File: config.mk
export PLATFORM = sky130hd
export DESIGN_NAME = slope_trigger
export DESIGN_NICKNAME = d
export VERILOG_FILES = /design/src/rtl/slope_trig_pkg.sv /design/src/rtl/st_channel_sum.sv /design/src/rtl/st_window_avg.sv /design/src/rtl/st_slope_detect.sv /design/src/rtl/slope_trigger.sv
export SDC_FILE = /design/constraint.sdc
export NUM_CORES = 2
export LEC_CHECK = 0
export BUFFER_PORTS_ARGS = -buffer_cell sky130_fd_sc_hd__buf_2
export CAP_MARGIN = 20
export CELL_PAD_IN_SITES_DETAIL_PLACEMENT = 1
export CELL_PAD_IN_SITES_GLOBAL_PLACEMENT = 1
export CORE_ASPECT_RATIO = 0.5
export CORE_MARGIN = 8
export CORE_UTILIZATION = 51
export CTS_BUF_LIST = sky130_fd_sc_hd__clkbuf_4
export DETAILED_ROUTE_END_ITERATION = 16
export HOLD_SLACK_MARGIN = 0.05
export PLACE_DENSITY = 0.75
export SETUP_SLACK_MARGIN = 0.2
export SLEW_MARGIN = 0
export SYNTH_ARGS = -nofsm -noshare
export SYNTH_HDL_FRONTEND = slang
export SYNTH_SLANG_ARGS = --single-unit
File: constraint.sdc
create_clock -name clk -period 5.05 [get_ports clk]
set_input_delay 1.01 -clock clk [delete_from_list [all_inputs] [get_ports clk]]
set_output_delay 1.01 -clock clk [all_outputs]
set_load 0.005 [all_outputs]
File: src/rtl/slope_trig_pkg.sv
package slope_trig_pkg;

    // Field widths of the run-time settings.
    localparam int CFG_EXP_W = 2;   // smoothing exponent, 0..3
    localparam int CFG_LB_W  = 7;   // look-back distance in clocks
    localparam int CFG_TH_W  = 9;   // rise threshold in ADC units
    localparam int CFG_HO_W  = 8;   // hold-off length in clocks

    // Settings whose change invalidates the stored history.
    typedef struct packed {
        logic [CFG_EXP_W-1:0] exp;
        logic [CFG_LB_W-1:0]  lookback;
        logic [CFG_TH_W-1:0]  thresh;
    } trig_cfg_t;

endpackage

File: src/rtl/st_channel_sum.sv
module st_channel_sum #(
    parameter int NCH      = 9,
    parameter int SAMPLE_W = 14,
    parameter int SUM_W    = 18
) (
    input  logic                      clk,
    input  logic                      rst_n,
    input  logic [NCH*SAMPLE_W-1:0]   samples_i,
    output logic [SUM_W-1:0]          total_o
);

    localparam longint SUM_MAX = longint'(NCH) * ((longint'(1) << SAMPLE_W) - 1);

    typedef struct packed {
        logic [SUM_W-1:0] total;
    } sum_st_t;

    sum_st_t st_d, st_q;

    always_comb begin
        st_d       = st_q;
        st_d.total = '0;
        for (int c = 0; c < NCH; c++) begin
            st_d.total = st_d.total + SUM_W'(samples_i[c*SAMPLE_W +: SAMPLE_W]);
        end
    end

    always_ff @(posedge clk or negedge rst_n) begin
        if (!rst_n) st_q <= '0;
        else        st_q <= st_d;
    end

    assign total_o = st_q.total;

    AST_SUM_BOUND: assert property (@(posedge clk) disable iff (!rst_n)
        st_q.total <= SUM_W'(SUM_MAX));

endmodule

File: src/rtl/st_window_avg.sv
module st_window_avg #(
    parameter int NCH      = 9,
    parameter int SAMPLE_W = 14,
    parameter int SUM_W    = 18,
    parameter int EXP_W    = 2
) (
    input  logic              clk,
    input  logic              rst_n,
    input  logic [SUM_W-1:0]  total_i,
    input  logic [EXP_W-1:0]  exp_i,
    output logic [SUM_W-1:0]  avg_o
);

    localparam int     MAX_EXP = (1 << EXP_W) - 1;
    localparam int     DEPTH   = 1 << MAX_EXP;
    localparam int     ACC_W   = SUM_W + MAX_EXP;
    localparam longint SUM_MAX = longint'(NCH) * ((longint'(1) << SAMPLE_W) - 1);
    localparam longint ACC_MAX = longint'(DEPTH) * SUM_MAX;

    // One running sum per selectable window, all kept current so that the
    // exponent may change without a refill period.
    typedef struct packed {
        logic [DEPTH-1:0][SUM_W-1:0]   tap;
        logic [MAX_EXP:0][ACC_W-1:0]   acc;
        logic [SUM_W-1:0]              avg;
    } avg_st_t;

    avg_st_t          st_d, st_q;
    logic [ACC_W-1:0] sel_acc;

    always_comb begin
        st_d       = st_q;
        st_d.tap[0] = total_i;
        for (int j = 1; j < DEPTH; j++) begin
            st_d.tap[j] = st_q.tap[j-1];
        end
        for (int k = 0; k <= MAX_EXP; k++) begin
            st_d.acc[k] = st_q.acc[k] + ACC_W'(total_i) - ACC_W'(st_q.tap[(1 << k) - 1]);
        end
        sel_acc  = st_q.acc[exp_i];
        st_d.avg = SUM_W'(sel_acc >> exp_i);
    end

    always_ff @(posedge clk or negedge rst_n) begin
        if (!rst_n) st_q <= '0;
        else        st_q <= st_d;
    end

    assign avg_o = st_q.avg;

    AST_NO_OVERFLOW: assert property (@(posedge clk) disable iff (!rst_n)
        st_q.acc[MAX_EXP] <= ACC_W'(ACC_MAX));

    AST_AVG_BOUND: assert property (@(posedge clk) disable iff (!rst_n)
        st_q.avg <= SUM_W'(SUM_MAX));

endmodule

File: src/rtl/st_slope_detect.sv
module st_slope_detect
    import slope_trig_pkg::*;
#(
    parameter int SUM_W      = 18,
    parameter int WINDOW_MAX = 8
) (
    input  logic                 clk,
    input  logic                 rst_n,
    input  logic [SUM_W-1:0]     avg_i,
    input  trig_cfg_t            cfg_i,
    input  logic [CFG_HO_W-1:0]  holdoff_i,
    output logic                 trig_o
);

    localparam int LB_MAX   = 1 << CFG_LB_W;
    localparam int PRIME_ADD = WINDOW_MAX + 2;
    localparam int WARM_TOP = LB_MAX + PRIME_ADD;
    localparam int WARM_W   = $clog2(WARM_TOP + 1);

    typedef struct packed {
        logic [LB_MAX-1:0][SUM_W-1:0] hist;
        trig_cfg_t                    cfg;
        logic                         seen;
        logic [WARM_W-1:0]            warm;
        logic [CFG_HO_W-1:0]          hold;
        logic                         trig;
    } det_st_t;

    det_st_t              st_d, st_q;
    logic [CFG_LB_W:0]    lb_eff;
    logic [CFG_LB_W-1:0]  tap_idx;
    logic [SUM_W-1:0]     old;
    logic signed [SUM_W:0] diff;
    logic                 rising;
    logic                 changed;
    logic                 primed;
    logic                 fire;

    always_comb begin
        st_d    = st_q;
        lb_eff  = (cfg_i.lookback == '0) ? (CFG_LB_W+1)'(1) : {1'b0, cfg_i.lookback};
        tap_idx = CFG_LB_W'(lb_eff - 1'b1);
        old     = st_q.hist[tap_idx];
        diff    = $signed({1'b0, avg_i}) - $signed({1'b0, old});
        rising  = diff >= $signed({{(SUM_W+1-CFG_TH_W){1'b0}}, cfg_i.thresh});
        changed = st_q.seen && (cfg_i != st_q.cfg);
        primed  = int'(st_q.warm) >= int'(lb_eff) + PRIME_ADD;
        fire    = rising && !changed && primed && (st_q.hold == '0);

        st_d.hist[0] = avg_i;
        for (int j = 1; j < LB_MAX; j++) begin
            st_d.hist[j] = st_q.hist[j-1];
        end
        st_d.cfg  = cfg_i;
        st_d.seen = 1'b1;
        if (changed)                               st_d.warm = '0;
        else if (st_q.warm != WARM_W'(WARM_TOP))   st_d.warm = st_q.warm + 1'b1;
        if (fire)                                  st_d.hold = (holdoff_i == '0) ? CFG_HO_W'(1) : holdoff_i;
        else if (st_q.hold != '0)                  st_d.hold = st_q.hold - 1'b1;
        st_d.trig = fire;
    end

    always_ff @(posedge clk or negedge rst_n) begin
        if (!rst_n) st_q <= '0;
        else        st_q <= st_d;
    end

    assign trig_o = st_q.trig;

    AST_TRIG_SINGLE: assert property (@(posedge clk) disable iff (!rst_n)
        st_q.trig |=> !st_q.trig);

    AST_HOLD_BLOCKS: assert property (@(posedge clk) disable iff (!rst_n)
        (st_q.hold != '0) |=> !st_q.trig);

    AST_COLD_SILENT: assert property (@(posedge clk) disable iff (!rst_n)
        (st_q.warm == '0) |=> !st_q.trig);

    AST_RISE_ONLY: assert property (@(posedge clk) disable iff (!rst_n)
        (st_q.trig && ($past(cfg_i.thresh) != '0)) |-> ($past(avg_i) > $past(old)));

endmodule

File: src/rtl/slope_trigger.sv
module slope_trigger
    import slope_trig_pkg::*;
#(
    parameter int NCH      = 9,
    parameter int SAMPLE_W = 14,
    localparam int SUM_W   = SAMPLE_W + $clog2(NCH)
) (
    input  logic                     clk,
    input  logic                     rst_n,
    input  logic [NCH*SAMPLE_W-1:0]  ch_samples,
    input  logic [CFG_EXP_W-1:0]     cfg_exp,
    input  logic [CFG_LB_W-1:0]      cfg_lookback,
    input  logic [CFG_TH_W-1:0]      cfg_thresh,
    input  logic [CFG_HO_W-1:0]      cfg_holdoff,
    output logic                     trig,
    output logic [SUM_W-1:0]         smooth_sum
);

    localparam int WINDOW_MAX = 1 << ((1 << CFG_EXP_W) - 1);

    logic [SUM_W-1:0] total;
    logic [SUM_W-1:0] avg;
    trig_cfg_t        cfg_now;

    assign cfg_now.exp      = cfg_exp;
    assign cfg_now.lookback = cfg_lookback;
    assign cfg_now.thresh   = cfg_thresh;

    st_channel_sum #(
        .NCH      (NCH),
        .SAMPLE_W (SAMPLE_W),
        .SUM_W    (SUM_W)
    ) u_sum (
        .clk       (clk),
        .rst_n     (rst_n),
        .samples_i (ch_samples),
        .total_o   (total)
    );

    st_window_avg #(
        .NCH      (NCH),
        .SAMPLE_W (SAMPLE_W),
        .SUM_W    (SUM_W),
        .EXP_W    (CFG_EXP_W)
    ) u_avg (
        .clk     (clk),
        .rst_n   (rst_n),
        .total_i (total),
        .exp_i   (cfg_exp),
        .avg_o   (avg)
    );

    st_slope_detect #(
        .SUM_W      (SUM_W),
        .WINDOW_MAX (WINDOW_MAX)
    ) u_det (
        .clk       (clk),
        .rst_n     (rst_n),
        .avg_i     (avg),
        .cfg_i     (cfg_now),
        .holdoff_i (cfg_holdoff),
        .trig_o    (trig)
    );

    assign smooth_sum = avg;

endmodule

# Word level (Yosys, flattened, before mapping)
# Cells that the tools add are included.
# classes
eq_ne	2
add_sub_neg	21
n_lt_le_gt_ge	4
n_shift	1
n_reduce_logical	11
mux	10
# ops
op	count
adder 18 x 14 -> 18 bit	7
binary-select mux 18 bit (select 7 bit)	1
adder 21 x 18 -> 21 bit	4
subtractor 21 x 18 -> 21 bit	4
binary-select mux 21 bit (select 2 bit)	1
two-way mux 8 bit	5
greater-or-equal comparator 9 x 32 -> 1 bit	1
two-way mux 21 bit	1
right shift 21 x 2 -> 18 bit	1
greater-or-equal comparator 19 x 10 -> 1 bit	1
subtractor 18 x 18 -> 19 bit	1
two-way mux 18 bit	1
!= test 18 bit	1
zero test 8 bit	2
adder 14 x 14 -> 15 bit	1
adder 8 x 4 -> 9 bit, second input constant	1
adder 8 x 1 -> 8 bit, second input constant	1
less-than comparator 7 x 8 -> 1 bit, second input constant	1
!= test 8 bit, second input constant	1
nonzero test 8 bit	1
subtractor 8 x 1 -> 8 bit, second input constant	1
zero test 7 bit	1
two-way mux 7 bit	1
subtractor 7 x 1 -> 7 bit, second input constant	1
4 further kinds	8
# word_totals
register_bits	2604
inputBits	154
out_inout_bits	19

# Logic depth before layout (Yosys ltp)
# depth
depth_word	11
ltp_mapped	33

# Cells and area by module
# From an unflattened synthesis, not the netlist that was laid out.
# unflattened
hier_cells	5792
area_unflattened_um2	95183.8
# modules_own_cells
module	seq_area_each_um2	area_each_um2	cells_per_inst	instances
st_slope_detect	58556.2	79328.6	4410	1
st_window_avg	6005.8	12275.5	1041	1
st_channel_sum	450.4	3579.7	341	1

# Worst setup path before layout
# Ideal clock, no wire load.
# synth_timing
kind	input to register
from	input cfg_lookback[3]
to	register u_det.st_q[7] (netlist bit)
n_path_buf	9
arrival_ns	8.247
path_stages	32
setup_time_ns	0.125
path_slack_ns	-3.322
path_cell_list	buf_2 nor3_2 a21oi_1 buf_4 clkbuf_1 buf_2 ha_1 clkbuf_1 clkbuf_1 clkbuf_1 clkbuf_1 mux4_2 mux4_2 mux2i_1 a221oi_1 ha_1 fa_1 nand2b_1 a21oi_1 o21ba_2 nor2_1 xnor2_1 ha_1 a2111oi_0 nand4_1 nor4_1 o2111ai_1 a211o_1 or4_1 clkbuf_1 a31oi_1 o31ai_1
# synth_between
elab_chain_len	11
elab_cells_between_ends	17
cone_classes	3 x add/sub; 2 x order compare; 1 x eq/ne; 4 x mux; 7 x reduce/logical
# synth_lines
element	line	source
start: declaration	slope_trigger.sv:12	input logic [CFG_LB_W-1:0] cfg_lookback,
zero test 7 bit	st_slope_detect.sv:41	lb_eff = (cfg_i.lookback == '0) ? (CFG_LB_W+1)'(1) : {1'b0, cfg_i.lookback};
two-way mux 7 bit	st_slope_detect.sv:41	
subtractor 7 x 1 -> 7 bit	st_slope_detect.sv:42	tap_idx = CFG_LB_W'(lb_eff - 1'b1);
binary-select mux 18 bit (select 7 bit)	st_slope_detect.sv:43	old = st_q.hist[tap_idx];
two-way mux 18 bit (not written as such)	st_slope_detect.sv:43	
subtractor 18 x 18 -> 19 bit	st_slope_detect.sv:44	diff = $signed({1'b0, avg_i}) - $signed({1'b0, old});
greater-or-equal comparator 19 x 10 -> 1 bit	st_slope_detect.sv:45	rising = diff >= $signed({{(SUM_W+1-CFG_TH_W){1'b0}}, cfg_i.thresh});
logical AND 1 bit	st_slope_detect.sv:48	fire = rising && !changed && primed && (st_q.hold == '0);
logical AND 1 bit (*) (2 in a row)	st_slope_detect.sv:48	
two-way mux 8 bit / nonzero test 2 bit (equally long branches)	-	
end signal: assignment	st_slope_detect.sv:65	else st_q <= st_d;
end: declaration	st_slope_detect.sv:29	det_st_t st_d, st_q;
# Every way passes the cells marked *; elsewhere a longest branch is shown, timed or not. The select of a mux whose other input is x is not followed.
# A chain may end at the register's enable or synchronous reset.

# Worst setup path in the final report
# layout_timing
from	input cfg_lookback[6]
to	register u_det.st_q[7] (netlist bit)
# The elaborated chain is that of the path after synthesis.

==> flow_summary_export.csv <==
group,metric,value,unit
synth,synthTopCellsByArea,"dfrtp_1 68%, mux4_2 18%, fa_1 3.3%",
global_routing,grt.met1_usage,37.71,%
synth,synth_top_area_share,68.48,%
power_and_ir_drop,p_leak,53.69,nW
worst_hold_path,worstHoldPathType,"in -> reg",
drt,drt_pre_antenna_iters,9,
worst_setup_path,startpoint_type,"primary input",
clock_network,cts_tree,"done",
floorplanning,fp.dieH,321.1,µm
place,numPortBuffers,172,
clock_network,cts_max_path_buffers,4,
worst_setup_path,critPathMaxFanout,9,
worst_setup_path,reg2reg_slack,-1.16,ns
power_and_ir_drop,internal-power,45.70,mW
drt,wire_per_inst,36.94,µm
worst_setup_path,crit_arrival,7.94,ns
final_layout,finalNonFillerCells,9215,
synth,synth_nets,5644,
sta,finalSetupViolCount,14,
sta,setup_slack,-1.767,ns
clock_network,insertion_delay,1.35,ns
synth,synth-simple-area-share,2.085,%
synth,seq_area_frac_synth,68.48,%
synth,synth_async_sr_flop_share,100.0,%
sta,period_needed,6.817,ns
floorplanning,die_area,0.2010,mm²
drt,drt_iter0_markers,7103,
power_and_ir_drop,power_frac_comb,34.6,%
place,gp_congestion,0.8424,
floorplanning,rows,112,
final_layout,drive_above_1_share,37.32,%
global_routing,grt_max_degree,174,
flow_run,drv_cap,0,
place,dpl.hpwl,164600,µm
synth,synth_edf_count,0,
final_layout,syn2layout_area_growth,18.23,%
floorplanning,io_pins,173,
synth,ys_ff_latch,2598,
worst_setup_path,r2r-start,"u_det.st_d[275]$_DFF_PN0_",
drt,routed_via_density,6.394,
power_and_ir_drop,peakVddDrop,0.3822,mV
synth,synthMuxAreaShare,17.72,%
outcome,status,"complete, but fails checks",
global_routing,grt.busiest_layer,"met2",
synth,synthDistinctLibCells,67,
sta,slew_headroom,28.78,%
global_routing,grtUsageTotal,30.34,%
synth,synth_top_family_by_area,"multiplexers",
power_and_ir_drop,p_sw_share,38.70,%
worst_setup_path,worstSetupStartpoint,"cfg_lookback[6]",
synth,synth_xor_area_share,1.199,%
synth,synth_top_cell_by_area,"dfrtp_1",
synth,synth_area_per_cell,18.33,µm²
synth,synth-main-ff-cell,"dfrtp_1",
drt,vias,58920,
sta,finalCritPeriodShare,135.0,%
global_routing,grtUsageMet3,8.001,%
clock_network,clkSinkCount,2598,
clock_network,clk_pin_slew,0.10,ns
power_and_ir_drop,powerDensity,664.3,mW/mm²
synth,netlist_area,0.09493,mm²
synth,synthAdderAreaFrac,5.354,%
worst_hold_path,hold_start,"cfg_lookback[4]",
drt,drc_errors,0,
global_routing,grt_overflow_total,0,
worst_setup_path,criticalPathCategory,"in -> reg",
power_and_ir_drop,switchingPower,28.86,mW
global_routing,met2_usage,50.13,%
clock_network,ctsRootBufferMaster,"clkbuf_4",
global_routing,antenna_found_initial,25,
sta,fin_skew,0.1149,ns
drt,antenna_left,0,
clock_network,cts-htree-levels,6,
synth,yosysWarnings,0,
global_routing,grt_pass1_wl,451600,µm
floorplanning,start_util,51.13,%
clock_network,numCtsBuffers,582,
drt,totalWireLength,340400,µm
place,dp.cells,8110,
sta,rsz0062_at_grt,"yes",
sta,drv_slew,0,
power_and_ir_drop,clkPwrFrac,24.9,%
sta,worstMarginPinSlew,1.068,ns
place,post-place-ws,-2.632,ns
floorplanning,coreArea,0.1857,mm²
floorplanning,die_w,626.1,µm
power_and_ir_drop,seqPwrFrac,40.5,%
worst_setup_path,end_kind,"flop",
outcome,violations,"setup timing",
sta,hold_viol,0,
global_routing,first_global_vias,65410,
synth,synth_compound_area_share,2.383,%
final_layout,nets,6759,
synth,syn_inst,5178,
worst_setup_path,worst_ep_required_time,6.17,ns
sta,max_clock_freq,146.7,MHz
==> synthesized netlist by cell type (4+ instances only) <==
| cell | count |
|---|---|
| nand2_1 | 129 |
| o31ai_1 | 5 |
| buf_2 | 75 |
| ha_1 | 155 |
| nor2_1 | 87 |
| nand2b_1 | 14 |
| nor2b_1 | 14 |
| mux4_2 | 739 |
| fa_1 | 157 |
| buf_4 | 34 |
| o31a_1 | 7 |
| and2_1 | 4 |
| and3_1 | 30 |
| o211ai_1 | 11 |
| a31oi_1 | 12 |
| mux2i_1 | 17 |
| or4_1 | 4 |
| a21boi_0 | 10 |
| buf_1 | 12 |
| or3_1 | 16 |
| inv_1 | 421 |
| o22ai_1 | 6 |
| nand3_1 | 52 |
| nor3_1 | 28 |
| xnor2_1 | 74 |
| nand4_1 | 14 |
| a21o_1 | 46 |
| o21ai_0 | 44 |
| a211oi_1 | 18 |
| clkbuf_1 | 90 |
| nor4_1 | 8 |
| dfrtp_1 | 2598 |
| xor2_1 | 56 |
| or2_2 | 6 |
| o21a_1 | 26 |
| a2111oi_0 | 5 |
| o311ai_0 | 4 |
| a21oi_1 | 77 |
| a32oi_1 | 12 |
| a211o_1 | 4 |
| a31o_2 | 5 |
| o21bai_1 | 12 |
==> final timing paths <==
check,cells after the start,end
max,26,u_det.st_q[7]$_DFFE_PN0P_
min,2,u_det.st_q[31]$_DFF_PN0_
max reg2reg,22,u_det.st_q[7]$_DFFE_PN0P_
min reg2reg,0,u_det.st_d[1904]$_DFF_PN0_
max in group asynchronous,3,u_det.st_d[1486]$_DFF_PN0_
min in group asynchronous,2,u_avg.st_d[228]$_DFF_PN0_
==> per-layer routing <==
metal | part of all wire [%] | vias to the layer above
met5 | 0.074 | -
met4 | 7.1 | 26
met3 | 9.6 | 1603
met2 | 49 | 4597
met1 | 34 | 31720
li1 | - | 20970
==> cell usage in the layout, fill, tap and decap left out, types with 9 or more instances in the layout <==
master,Yosys,routed
a211oi_1,18,16
a21o_1,46,45
a21oi_1,77,57
a21oi_2,0,11
a21oi_4,0,9
a32oi_1,12,10
and3_1,30,26
buf_12,0,66
buf_16,0,19
buf_2,75,165
buf_4,34,428
buf_6,3,22
bufinv_16,0,15
clkbuf_4,0,838
clkinv_1,0,94
clkinv_4,0,13
dfrtp_1,2598,2598
diode_2,0,13
dlygate4sd3_1,0,22
fa_1,157,153
ha_1,155,140
ha_4,0,9
inv_1,421,417
inv_2,0,11
mux2i_1,17,10
mux4_2,739,739
nand2_1,129,124
nand2b_1,14,12
nand3_1,52,48
nand4_1,14,14
nor2_1,87,78
nor2b_1,14,13
nor3_1,28,25
o211ai_1,11,11
o21a_1,26,25
o21ai_0,44,33
o21bai_1,12,12
or3_1,16,15
xnor2_1,74,67
xor2_1,56,51
==> flip-flops by register name, indices dropped and copies added (netlist names) <==
register / flops
u_det.st_q: 53
u_det.trig_o: 1
u_sum.total_o: 18
u_avg.avg_o: 18
u_avg.st_d: 126
u_avg.st_q: 96
u_det.st_d: 2286
==> power groups by stage <==
stage | clock (mW) | sequential, mW | combinational (mW)
after floorplan | 0 | 27.4 | 15.7
after global placement | 0 | 28.3 | 21.4
after detailed placement | 0 | 29.2 | 22.9
after CTS | 17.1 | 29.0 | 23.6
after global routing | 19.5 | 30.2 | 27.9
final | 18.6 | 30.2 | 25.8
==> logic make-up (layout without fill, tap and decap cells) <==
kind of cell | Yosys count | count (layout)
compound gates | 330 | 330
simple gates | 415 | 415
buf+inv | 635 | 2151
xor+xnor | 130 | 130
mux | 757 | 757
flops | 2598 | 2598
fa+ha+maj | 312 | 312
other cells | 1 | 14
==> per-stage QoR <==
stage	power, mW	cell area, µm²	TNS, ns	utilization [%]	hold slack (ns)
4_1_cts	69.71	111000	-7.777	59.80	0.06406
5_1_grt	77.66	112200	-15.76	60.44	0.02775
3_5_place_dp	52.02	102500	-36.86	55.21	0.3356
3_3_place_gp	49.73	102500	-31.81	55.21	0.3320
6_report	74.56	112200	-15.71	60.45	0.04690
2_1_floorplan	43.17	95690	-22.57	-	0.3312
==> layout make-up <==
cell class,instances,area (µm²)
Tap cell,2508,3138
Clock buffer,838,6291
Timing Repair Buffer,745,6907
Clock inverter,147,1070
Fill cell,16410,73440
Inverter,421,1580
Antenna cell,13,32.53
Sequential cell,2598,65010
Multi-Input combinational cell,1945,28210
==> critical path: stages <==
cell and delay [ns]:
buf_6 0.11, nor3_4 0.26, a21oi_4 0.15, buf_12 0.16, buf_6 0.15, o311ai_2 0.45, xor2_1 0.49, buf_4 0.36
nor2_2 0.13, buf_4 0.21, buf_12 0.16, a31oi_2 0.20, o311ai_1 0.22, ha_2 0.46, o211ai_1 0.14, a21o_4 0.24
buf_4 0.16, buf_4 0.13, a31o_2 0.33, o21ai_2 0.52, o221a_2 0.46, o2111ai_2 0.23, or4_4 0.66, buf_12 0.19
a31oi_1 0.17, o31ai_1 0.13
==> timing repair <==
item,CTS,global route
hold buffers,19,3
hold endpoints to repair,70,3
setup endpoints to repair,16,17
pin swaps,15,41
setup buffers,26,40
gates cloned,12,7
gates resized for setup,70,127
Note: power is estimated with default switching activity, not from simulation.
